<file path="config.mk">
export PLATFORM = sky130hd
export DESIGN_NAME = xbar_oldest_first
export DESIGN_NICKNAME = d
export VERILOG_FILES = /design/src/rtl/xbar_pkg.sv /design/src/rtl/xbar_src_queue.sv /design/src/rtl/xbar_age_arb.sv /design/src/rtl/xbar_dest_port.sv /design/src/rtl/xbar_oldest_first.sv
export SDC_FILE = /design/constraint.sdc
export NUM_CORES = 2
export LEC_CHECK = 0
export BUFFER_PORTS_ARGS = -buffer_cell sky130_fd_sc_hd__buf_2
export CAP_MARGIN = 20
export CORE_MARGIN = 10
export CORE_UTILIZATION = 30
export DETAILED_ROUTE_END_ITERATION = 6
export PLACE_DENSITY = 0.52
export SYNTH_ARGS = -nofsm -noshare
export SYNTH_HDL_FRONTEND = slang
export SYNTH_SLANG_ARGS = --single-unit
</file>
<file path="constraint.sdc">
create_clock -name clk -period 9.8 [get_ports clk]
set_input_delay 2.45 -clock clk [delete_from_list [all_inputs] [get_ports clk]]
set_output_delay 2.45 -clock clk [all_outputs]
set_load 0.01 [all_outputs]
</file>
<file path="src/rtl/xbar_pkg.sv">
`timescale 1ns/1ps
// Shared constants and types for the oldest-first crossbar.
package xbar_pkg;
    // Entries per requester/destination queue.
    localparam int QDEPTH = 2;

    // Which beat of a packet the transmit stage is driving.
    typedef enum logic {
        BEAT_FIRST  = 1'b0,
        BEAT_SECOND = 1'b1
    } beat_e;

    // Index width for n items, at least one bit.
    function automatic int idx_bits(input int n);
        return (n > 1) ? $clog2(n) : 1;
    endfunction
endpackage

</file>
<file path="src/rtl/xbar_src_queue.sv">
`timescale 1ns/1ps
// Two-entry FIFO for one requester/destination pair.
// Stores payload, the long flag and the enqueue age stamp.
// Assumes the caller pushes only while ready is high and pops only a valid head.
module xbar_src_queue #(
    parameter int PW = 32,
    parameter int AW = 6
) (
    input  logic          clk,
    input  logic          rst_n,
    input  logic          push,
    input  logic          push_long,
    input  logic [PW-1:0] push_data,
    input  logic [AW-1:0] push_stamp,
    input  logic          pop,
    output logic          head_valid,
    output logic          head_long,
    output logic [PW-1:0] head_data,
    output logic [AW-1:0] head_stamp,
    output logic          ready
);
    import xbar_pkg::*;

    localparam int PTRW = idx_bits(QDEPTH);
    localparam int CW   = $clog2(QDEPTH + 1);

    logic [PW-1:0]     slot_data  [QDEPTH];
    logic [AW-1:0]     slot_stamp [QDEPTH];
    logic [QDEPTH-1:0] slot_long;
    logic [PTRW-1:0]   wr_ptr, rd_ptr;
    logic [CW-1:0]     count;

    // Pointer and occupancy bookkeeping.
    always_ff @(posedge clk) begin
        if (!rst_n) begin
            wr_ptr <= '0;
            rd_ptr <= '0;
            count  <= '0;
        end else begin
            if (push)
                wr_ptr <= (wr_ptr == PTRW'(QDEPTH - 1)) ? '0 : wr_ptr + 1'b1;
            if (pop)
                rd_ptr <= (rd_ptr == PTRW'(QDEPTH - 1)) ? '0 : rd_ptr + 1'b1;
            count <= count + CW'(push) - CW'(pop);
        end
    end

    // Slot storage; contents need no reset.
    always_ff @(posedge clk) begin
        if (push) begin
            slot_data[wr_ptr]  <= push_data;
            slot_stamp[wr_ptr] <= push_stamp;
            slot_long[wr_ptr]  <= push_long;
        end
    end

    // Head view and room indication.
    always_comb begin
        head_valid = (count != '0);
        head_long  = slot_long[rd_ptr];
        head_data  = slot_data[rd_ptr];
        head_stamp = slot_stamp[rd_ptr];
        ready      = (count < CW'(QDEPTH));
    end


    no_overflow_chk: assert property (@(posedge clk) disable iff (!rst_n)
        (push && !pop && count == CW'(QDEPTH - 1)) |=> !ready);


    no_underflow_chk: assert property (@(posedge clk) disable iff (!rst_n)
        pop |-> head_valid);


    head_hold_chk: assert property (@(posedge clk) disable iff (!rst_n)
        (head_valid && !pop) |=> (head_valid && $stable(head_stamp)));
endmodule

</file>
<file path="src/rtl/xbar_age_arb.sv">
`timescale 1ns/1ps
// Combinational oldest-first picker for one destination.
// Age is the modular distance from each stamp to the current counter.
// Assumes no request is older than the stamp range.
// Equal ages resolve to the lowest index.
module xbar_age_arb #(
    parameter int NS = 4,
    parameter int AW = 6,
    parameter int SW = 2
) (
    input  logic [AW-1:0]    now,
    input  logic [NS-1:0]    req,
    input  logic [NS*AW-1:0] stamp,
    output logic [NS-1:0]    grant,
    output logic [SW-1:0]    grant_idx,
    output logic             any
);
    // Scan requesters and keep the strictly oldest one seen so far.
    always_comb begin
        logic [AW-1:0] best;
        logic [AW-1:0] age;
        best      = '0;
        any       = 1'b0;
        grant_idx = '0;
        for (int i = 0; i < NS; i++) begin
            age = now - stamp[i*AW +: AW];
            if (req[i] && (!any || age > best)) begin
                any       = 1'b1;
                best      = age;
                grant_idx = SW'(i);
            end
        end
        grant = any ? (NS'(1) << grant_idx) : '0;
    end
endmodule

</file>
<file path="src/rtl/xbar_dest_port.sv">
`timescale 1ns/1ps
// One destination: arbitrate stage register plus transmit stage register.
// A long packet keeps the transmit stage for two cycles.
// While it does, the arbitrate stage holds and no queue is popped.
// Assumes head_* come from the NS queues aimed at this destination.
module xbar_dest_port #(
    parameter int NS = 4,
    parameter int DW = 16,
    parameter int AW = 6,
    parameter int SW = 2
) (
    input  logic             clk,
    input  logic             rst_n,
    input  logic [AW-1:0]    now,
    input  logic [NS-1:0]    head_valid,
    input  logic [NS-1:0]    head_long,
    input  logic [NS*2*DW-1:0] head_data,
    input  logic [NS*AW-1:0] head_stamp,
    output logic [NS-1:0]    pop,
    output logic             out_valid,
    output logic             out_last,
    output logic [SW-1:0]    out_src,
    output logic [DW-1:0]    out_data
);
    import xbar_pkg::*;

    localparam int PW = 2 * DW;

    logic [NS-1:0] grant;
    logic [SW-1:0] grant_idx;
    logic          grant_any;

    logic          a_valid, a_long;
    logic [SW-1:0] a_src;
    logic [PW-1:0] a_data;

    logic          x_valid, x_long;
    logic [SW-1:0] x_src;
    logic [PW-1:0] x_data;
    beat_e         x_beat;

    logic          x_hold, a_take, a_open;

    xbar_age_arb #(.NS(NS), .AW(AW), .SW(SW)) u_arb (
        .now       (now),
        .req       (head_valid),
        .stamp     (head_stamp),
        .grant     (grant),
        .grant_idx (grant_idx),
        .any       (grant_any)
    );

    // Stage handshakes: the second beat locks both stages.
    always_comb begin
        x_hold = x_valid && x_long && (x_beat == BEAT_FIRST);
        a_take = a_valid && !x_hold;
        a_open = !a_valid || a_take;
        pop    = a_open ? grant : '0;
    end

    // Arbitrate stage: latch the winning head when the stage is free.
    always_ff @(posedge clk) begin
        if (!rst_n) begin
            a_valid <= 1'b0;
            a_long  <= 1'b0;
            a_src   <= '0;
            a_data  <= '0;
        end else if (a_open) begin
            a_valid <= grant_any;
            a_long  <= head_long[grant_idx];
            a_src   <= grant_idx;
            a_data  <= head_data[grant_idx*PW +: PW];
        end
    end

    // Transmit stage: advance to the second beat or take the next packet.
    always_ff @(posedge clk) begin
        if (!rst_n) begin
            x_valid <= 1'b0;
            x_long  <= 1'b0;
            x_src   <= '0;
            x_data  <= '0;
            x_beat  <= BEAT_FIRST;
        end else if (x_hold) begin
            x_beat  <= BEAT_SECOND;
        end else begin
            x_valid <= a_valid;
            x_long  <= a_long;
            x_src   <= a_src;
            x_data  <= a_data;
            x_beat  <= BEAT_FIRST;
        end
    end

    // Drive the destination bus from the transmit stage.
    always_comb begin
        out_valid = x_valid;
        out_last  = x_valid && (!x_long || x_beat == BEAT_SECOND);
        out_src   = x_src;
        out_data  = (x_beat == BEAT_SECOND) ? x_data[PW-1:DW] : x_data[DW-1:0];
    end


    single_grant_chk: assert property (@(posedge clk) disable iff (!rst_n)
        $onehot0(pop));


    grant_waiting_chk: assert property (@(posedge clk) disable iff (!rst_n)
        (pop & ~head_valid) == '0);


    second_beat_chk: assert property (@(posedge clk) disable iff (!rst_n)
        (out_valid && !out_last) |=> (out_valid && out_last && $stable(out_src)));


    transmit_follow_chk: assert property (@(posedge clk) disable iff (!rst_n)
        (a_valid && !x_hold) |=> out_valid);


    for (genvar i = 0; i < NS; i++) begin : g_age_win
        logic [AW-1:0] wait_age;
        assign wait_age = now - head_stamp[i*AW +: AW];
        age_window_chk: assert property (@(posedge clk) disable iff (!rst_n)
            head_valid[i] |-> (wait_age < AW'(1 << (AW - 1))));
    end
endmodule

</file>
<file path="src/rtl/xbar_oldest_first.sv">
`timescale 1ns/1ps
// Crossbar from NS requesters to ND destinations with oldest-first arbitration.
// Each (requester, destination) pair has a two-entry queue.
// Every accepted packet is stamped with a free-running counter.
// Assumes in_dest is below ND whenever in_valid is high.
module xbar_oldest_first #(
    parameter int NS  = 4,
    parameter int ND  = 4,
    parameter int DW  = 16,
    parameter int SW  = xbar_pkg::idx_bits(NS),
    parameter int DSW = xbar_pkg::idx_bits(ND)
) (
    input  logic                 clk,
    input  logic                 rst_n,
    input  logic [NS-1:0]        in_valid,
    input  logic [NS*DSW-1:0]    in_dest,
    input  logic [NS-1:0]        in_long,
    input  logic [NS*2*DW-1:0]   in_data,
    output logic [NS*ND-1:0]     in_ready,
    output logic [ND-1:0]        out_valid,
    output logic [ND-1:0]        out_last,
    output logic [ND*SW-1:0]     out_src,
    output logic [ND*DW-1:0]     out_data
);
    localparam int PW = 2 * DW;
    localparam int AW = $clog2(4 * NS + 8) + 1;

    logic [AW-1:0] now_q;

    // Free-running age counter used to stamp accepted packets.
    always_ff @(posedge clk) begin
        if (!rst_n) now_q <= '0;
        else        now_q <= now_q + 1'b1;
    end

    for (genvar d = 0; d < ND; d++) begin : g_dest
        logic [NS-1:0]    hv, hl, pop, push, rdy;
        logic [NS*PW-1:0] hd;
        logic [NS*AW-1:0] hs;

        for (genvar s = 0; s < NS; s++) begin : g_src
            assign push[s] = in_valid[s] && (in_dest[s*DSW +: DSW] == DSW'(d)) && rdy[s];
            assign in_ready[s*ND + d] = rdy[s];

            xbar_src_queue #(.PW(PW), .AW(AW)) u_q (
                .clk        (clk),
                .rst_n      (rst_n),
                .push       (push[s]),
                .push_long  (in_long[s]),
                .push_data  (in_data[s*PW +: PW]),
                .push_stamp (now_q),
                .pop        (pop[s]),
                .head_valid (hv[s]),
                .head_long  (hl[s]),
                .head_data  (hd[s*PW +: PW]),
                .head_stamp (hs[s*AW +: AW]),
                .ready      (rdy[s])
            );
        end

        xbar_dest_port #(.NS(NS), .DW(DW), .AW(AW), .SW(SW)) u_port (
            .clk        (clk),
            .rst_n      (rst_n),
            .now        (now_q),
            .head_valid (hv),
            .head_long  (hl),
            .head_data  (hd),
            .head_stamp (hs),
            .pop        (pop),
            .out_valid  (out_valid[d]),
            .out_last   (out_last[d]),
            .out_src    (out_src[d*SW +: SW]),
            .out_data   (out_data[d*DW +: DW])
        );
    end


    reset_idle_chk: assert property (@(posedge clk)
        !rst_n |=> (out_valid == '0));
endmodule

</file>
Word level (Yosys, flattened, before mapping)
Memories as Yosys holds them, arrays and structs flattened. A register that Yosys moved wholly into a read port is not among the register bits.
Cells that the tools add are included.
{"block": "totals", "inputBits": 146, "ramBits": 1216, "register_bits": 394, "memories": 32}
{"block": "classes", "shift": 8, "add_sub_neg": 81, "n_lt_le_gt_ge": 80, "n_mux": 272, "bitwise_logic": 4, "eq_ne": 12, "n_reduce_logical": 140}
{"memory": "g_dest[0].g_src[0].u_q.slot_data", "words": 2, "width": 32, "read_ports": 1, "rd_ports_with_merged_regs": 1, "write_ports": 1, "line": "xbar_src_queue.sv:27", "rtl": "logic [PW-1:0] slot_data [QDEPTH];"}
{"memory": "g_dest[0].g_src[1].u_q.slot_data", "words": 2, "width": 32, "read_ports": 1, "rd_ports_with_merged_regs": 1, "write_ports": 1, "line": "xbar_src_queue.sv:27"}
{"memory": "g_dest[0].g_src[2].u_q.slot_data", "words": 2, "width": 32, "read_ports": 1, "rd_ports_with_merged_regs": 1, "write_ports": 1, "line": "xbar_src_queue.sv:27"}
{"memory": "g_dest[0].g_src[3].u_q.slot_data", "words": 2, "width": 32, "read_ports": 1, "rd_ports_with_merged_regs": 1, "write_ports": 1, "line": "xbar_src_queue.sv:27"}
{"memory": "g_dest[1].g_src[0].u_q.slot_data", "words": 2, "width": 32, "read_ports": 1, "rd_ports_with_merged_regs": 1, "write_ports": 1, "line": "xbar_src_queue.sv:27"}
{"memory": "g_dest[1].g_src[1].u_q.slot_data", "words": 2, "width": 32, "read_ports": 1, "rd_ports_with_merged_regs": 1, "write_ports": 1, "line": "xbar_src_queue.sv:27"}
{"memory": "+26 memories"}
{"cell": "$shiftx A128 B8 Y32", "n": 4}
{"cell": "$mux W1", "n": 204}
{"cell": "$sub A6 B6 Y6", "n": 16}
{"cell": "$logic_and A1 B1 Y1", "n": 76}
{"cell": "$gt A6 B6 Y1", "n": 12}
{"cell": "$mux W6", "n": 12}
{"cell": "$lt A1 B2 Y1 const B", "n": 32}
{"cell": "$mux W16", "n": 4}
{"cell": "$add A1 B1 Y1 const B", "n": 32}
{"cell": "$add A2 B1 Y2", "n": 16}
{"cell": "$bwmux W2", "n": 16}
{"cell": "$lt A2 B2 Y1 const B", "n": 16}
{"cell": "$mux W4", "n": 8}
{"cell": "$reduce_bool A2 Y1", "n": 16}
{"cell": "$sub A2 B1 Y2", "n": 16}
{"cell": "$logic_not A1 Y1", "n": 24}
{"cell": "$logic_or A1 B1 Y1", "n": 20}
{"cell": "$demux W1 S1", "n": 16}
{"cell": "$eq A2 B2 Y1 const B", "n": 8}
{"cell": "$ge A1 B1 Y1 const B", "n": 16}
{"cell": "$mux W2", "n": 8}
{"cell": "$shl A1 B2 Y4 const A", "n": 4}
{"cell": "$lt A2 B3 Y1 const B", "n": 4}
{"cell": "$bmux W1 S2", "n": 4}
{"cell": "other kinds (4)", "n": 13}

Longest topological paths before layout
{"block": "logic_depth", "depth_word": 19, "mapped_depth": 41, "depth_no_buf": 34}

Hierarchy
From an unflattened synthesis, not the netlist that was laid out.
{"block": "hier_totals", "hier_cells": 4346, "hier_area_um2": 70620.2}
{"mod": "xbar_src_queue", "area_per_inst_um2": 3118.0, "instances": 16, "cells_each": 142, "seq_area_each_um2": 2442.3}
{"mod": "xbar_dest_port", "area_per_inst_um2": 3537.1, "instances": 4, "cells_each": 309, "seq_area_each_um2": 1461.4}
{"mod": "xbar_age_arb", "area_per_inst_um2": 1549.0, "instances": 4, "cells_each": 200, "seq_area_each_um2": 0.0}
{"mod": "xbar_oldest_first", "area_per_inst_um2": 387.9, "instances": 1, "cells_each": 38, "seq_area_each_um2": 120.1}

Least setup slack after synthesis
OpenSTA, ideal clock, no wires.
{"block": "synth_timing", "kind": "reg-to-reg", "from": "reg now_q[1]", "to": "reg g_dest[3].g_src[1].u_q.count[1]", "path_slack_ps": 713, "arrival_ps": 8959, "required_ps": 9672, "stages_incl_launch_ff": 35, "n_path_buf": 4, "path_cell_list": "dfxtp_1 ha_1 nor2b_1 o31a_1 o21a_1 or3_1 and2_1 inv_1 ha_1 nand4_1 o21bai_1 a31oi_1 clkbuf_1 buf_1 mux2_2 ha_1 nand4_1 o32ai_1 or2_2 clkbuf_1 nor2_1 a21o_1 ha_1 a41o_1 a221oi_1 a211o_1 buf_2 nand2_1 nor3b_1 ha_1 inv_1 ha_1 xnor2_1 xnor2_1 nor2_1"}
{"block": "synth_between", "elab_chain_len": 18, "elab_cells_between_ends": 28, "cone_classes": "5 x add/sub; 3 x order compare; 1 x shift; 11 x mux; 8 x reduce/logical"}
{"item": "start: declaration", "line": "xbar_oldest_first.sv:28", "rtl": "logic [AW-1:0] now_q;"}
{"item": "start signal: assignment", "line": "xbar_oldest_first.sv:33", "rtl": "else now_q <= now_q + 1'b1;"}
{"item": "$sub A6 B6 Y6"}
{"item": "$mux W6", "line": "xbar_age_arb.sv:27", "rtl": "if (req[i] && (!any || age > best)) begin"}
{"item": "$gt A6 B6 Y1", "line": "xbar_age_arb.sv:27"}
{"item": "$logic_or A1 B1 Y1", "line": "xbar_age_arb.sv:27"}
{"item": "$logic_and A1 B1 Y1", "line": "xbar_age_arb.sv:27"}
{"item": "$mux W6 / $mux W1 (equally long branches)", "line": "xbar_age_arb.sv:27"}
{"item": "$gt A6 B6 Y1 / $logic_not A1 Y1 (equally long branches)", "line": "xbar_age_arb.sv:27"}
{"item": "$logic_or A1 B1 Y1", "line": "xbar_age_arb.sv:27"}
{"item": "(+3 left out)"}
{"item": "$logic_or A1 B1 Y1", "line": "xbar_age_arb.sv:27"}
{"item": "$logic_and A1 B1 Y1", "line": "xbar_age_arb.sv:27"}
{"item": "$mux W2", "line": "xbar_age_arb.sv:27"}
{"item": "$shl A1 B2 Y4", "line": "xbar_age_arb.sv:33", "rtl": "grant = any ? (NS'(1) << grant_idx) : '0;"}
{"item": "$mux W4 (*)", "line": "xbar_age_arb.sv:33"}
{"item": "$mux W4 (*)", "line": "xbar_dest_port.sv:58", "rtl": "pop = a_open ? grant : '0;"}
{"item": "via g_dest[3].g_src[1].u_q.pop", "line": "xbar_src_queue.sv:15", "rtl": "input logic pop,"}
{"item": "$sub A2 B1 Y2 (*)", "line": "xbar_src_queue.sv:44", "rtl": "count <= count + CW'(push) - CW'(pop);"}
{"item": "end signal: assignment", "line": "xbar_src_queue.sv:44"}
{"item": "end: declaration", "line": "xbar_src_queue.sv:31", "rtl": "logic [CW-1:0] count;"}
Mark *: on every way through the listed nets, which the timed path passes. The rest lies on a longest branch.
A chain may end at the register's enable or synchronous reset.

==> impl_metrics.csv <==
group,metric,value,unit
cells_and_area,nets,5424,
setup_path,required,10460,ps
route,route.detailed.drc,0,
sta,hold_viol,0,
global_routing,grt_pass1_wl,314000,microns
synth,synth_area_per_cell,13.9,sq um
synth,yosys_warnings,0,
clock_network,clkSinkCount,1626,
route,wire_per_inst,27.4,microns
sta,fin_crit,8850,ps
synth,synth_top_area_share,55.4,%
synth,synth-edff-count,1248,
sta,slew_violations,0,
sta,max_freq,113,MHz
setup_path,rr_endpoint,"g_dest[0].u_port.a_data[1]",
synth,synth.distinct_cells,68,
placement,io_buffers,241,
setup_path,slowest_delay,800,ps
clock_network,cts_resized,0,
route,ant_nets,0,
synth,synth.most_common_cell,"edfxtp_1",
die,num_rows,174,
synth,synth_ff_type,"edfxtp_1",
die,coreArea,0.224,sq mm
synth,ys_ff_latch,1626,
worst_hold_path,hold_class,"register to register",
run,cap_violations,0,
placement,dp_slack,954,ps
global_routing,met1_usage,22.8,%
clock_network,tritoncts,"done",
route,detail_route.iter0.violations,3549,
die,start_util,30.1,%
sta,worst_pin_slew,1230,ps
synth,async_flop_share,0,%
clock_network,clk_pin_slew,60,ps
sta,setup-violations-final,0,
setup_path,arrival,9500,ps
setup_path,crit_path_frequent_cell,"ha_1",
synth,ys_seq_area_share,66.6,%
setup_path,cp_max_fo,79,
pwr,p_per_area,285,mW/mm^2
worst_hold_path,min_to,"g_dest[3].u_port.x_data[3]",
synth,netlist_top_cells_count,"1,248 x edfxtp_1, 492 x nand2_1, 408 x mux2i_1",
synth,syn_inst,4866,
pwr,power_leakage,26.3,nW
synth,ys_top_cells_by_area,"edfxtp_1 55%, dfxtp_1 11%, mux2i_1 6.0%, mux2_2 5.3%, ha_1 3.4%",
sta,tns,0,ps
pwr,ir_drop,179,uV
setup_path,crit_type,"register to register",
global_routing,grtUsageMet2,30.8,%
route,wl,226000,microns
cells_and_area,post_route_cells_drive_above_1_share,19.2,%
sta,fin_ws,953,ps
die,die_area,0.245,sq mm
global_routing,grt_max_degree,108,
clock_network,cts_buffer_depth,3,
synth,syn_nets,5213,
setup_path,crit_path_end_kind,"register",
clock_network,htreeDepth,4,
setup_path,rrSetupSlack,950,ps
worst_hold_path,hold_depth,2,
cells_and_area,syn_to_final_growth,15.3,%
setup_path,slowest_stage,"buf_4",
route,vias,41323,
placement,gp_congestion,0.818,
clock_network,cts-root-buf,"clkbuf_16",
clock_network,hold_buffers,0,
sta,relSlewSlack,17.8,%
global_routing,antenna_found_initial,44,
placement,hpwl,154000,microns
setup_path,start_kind,"register",
worst_hold_path,holdCritStartpoint,"g_dest[3].u_port.x_data[3]",
clock_network,insertion_delay,810,ps
clock_network,post_cts.repair.setup_buffers,0,
setup_path,r2r_cells,27,
die,io-pin-count,242,
route,dr.pass1.iters,5,
clock_network,cts-buffers-inserted,167,
synth,syn_area,0.0676,sq mm
global_routing,grt_use_total,17.8,%
sta,rsz0062_at_grt,"false",
cells_and_area,n_fill_cell,21648,
sta,period_share,90.3,%
global_routing,overflow,0,
global_routing,use_met3,2.71,%
route,routed_via_density,5.03,
global_routing,grt_pass1_vias,40688,
global_routing,busiest_layer,"met2",
die,die_w,495,microns
die,die_height,495,microns
synth,yosysTopAreaCell,"edfxtp_1",
outcome,status,"finished clean",
sta,skew,48.1,ps
## kinds of logic after synthesis
| kind of cell | count (synthesis) | synth area share, % |
|---|---|---|
| and+or+nand+nor | 913 | 5.80 |
| AOI/OAI and AO/OA | 894 | 8.42 |
| buffers and inverters | 383 | 2.31 |
| adders and majority gates | 201 | 3.90 |
| muxes | 726 | 11.3 |
| DFF | 1626 | 66.6 |
| xor gates and xnor gates | 123 | 1.59 |
## per-stage QoR
stage | util [%] | std cells | power (mW) | hold WS [ps] | cell area (sq um)
floorplan | - | 4866 | 13.0 | 428 | 67600
global placement | 32.2 | 7897 | 15.9 | 435 | 72300
detailed placement | 32.2 | 7899 | 16.0 | 440 | 72400
CTS | 34.7 | 8212 | 22.4 | 448 | 77900
global route | 34.7 | 8216 | 23.2 | 469 | 77900
finish | 34.7 | 8221 | 22.2 | 449 | 77900
## placed cells by master (no fill, tap or decap), types with 20 or more instances in the layout
master,count
a211oi_1,22
a21o_1,43
a21oi_1,199
a31oi_1,218
and2_1,22
buf_2,240
buf_4,89
clkbuf_1,45
clkbuf_16,172
clkbuf_8,29
clkinv_2,24
dfxtp_1,357
dfxtp_2,20
edfxtp_1,1248
ha_1,185
inv_1,90
mux2_2,318
mux2i_1,408
nand2_1,488
nand2b_1,25
nand3_1,21
nor2_1,216
nor2_4,23
nor2b_1,22
o211ai_1,127
o21a_1,25
o21ai_0,160
xnor2_1,95
xor2_1,28
## power breakdown
group | switching [mW] | internal (mW) | total, mW
combinational | 4.77 | 2.52 | 7.29
clock | 2.75 | 3.63 | 6.38
sequential | 0.437 | 8.08 | 8.52
total | 7.96 | 14.2 | 22.2
## worst max path at each step
stage | startpoint | end | slack (ps)
3_3_place_gp | register | g_dest[0].g_src[3].u_q.count[1] | 990
6_report | register | g_dest[0].u_port.a_data[1] | 950
2_1_floorplan | now_q[1] | g_dest[3].g_src[1].u_q.count[1] | 710
4_1_cts | register | g_dest[0].g_src[3].u_q.count[1] | 960
3_5_place_dp | register | g_dest[0].g_src[3].u_q.count[1] | 950
5_1_grt | register | g_dest[0].g_src[3].u_q.count[1] | 510
## registers in the layout (all words and copies together) (netlist names), 6 cells and up, named ones only
signal	cells
g_dest.g_src.u_q.slot_data	1024
g_dest.g_src.u_q.slot_stamp	192
g_dest.u_port.a_data	128
g_dest.u_port.x_data	128
g_dest.g_src.u_q.count	32
g_dest.g_src.u_q.slot_long	32
g_dest.g_src.u_q.rd_ptr	16
g_dest.g_src.u_q.wr_ptr	16
g_dest.u_port.a_src	8
g_dest.u_port.out_src	8
now_q	6
## layer usage
layer  wire length, microns  vias to the layer above
li1                       -                    18655
met1                  94400                    21189
met2                 112000                     1171
met3                  11400                      304
met4                   8210                        4
met5                     27                        -
## critical path: cells and delay by family, from the launching register on
kind	cells	cell delay, ps
compound gates	10	3240
simple gates	9	1850
buf+inv	2	1300
fa+ha+maj	4	1050
mux	2	710
flops	1	430
## cell type report
type | instances | area, sq um | share of cell area [%]
Tap cell | 2992 | 3740 | 4.80
Inverter | 91 | 349 | 0.448
Clock buffer | 246 | 4870 | 6.25
Timing Repair Buffer | 334 | 1970 | 2.53
Multi-Input combinational cell | 2857 | 21300 | 27.3
Clock inverter | 67 | 638 | 0.819
Antenna cell | 8 | 20.0 | 0.0257
Sequential cell | 1626 | 45100 | 57.8
(Power assumes the default switching activity.)
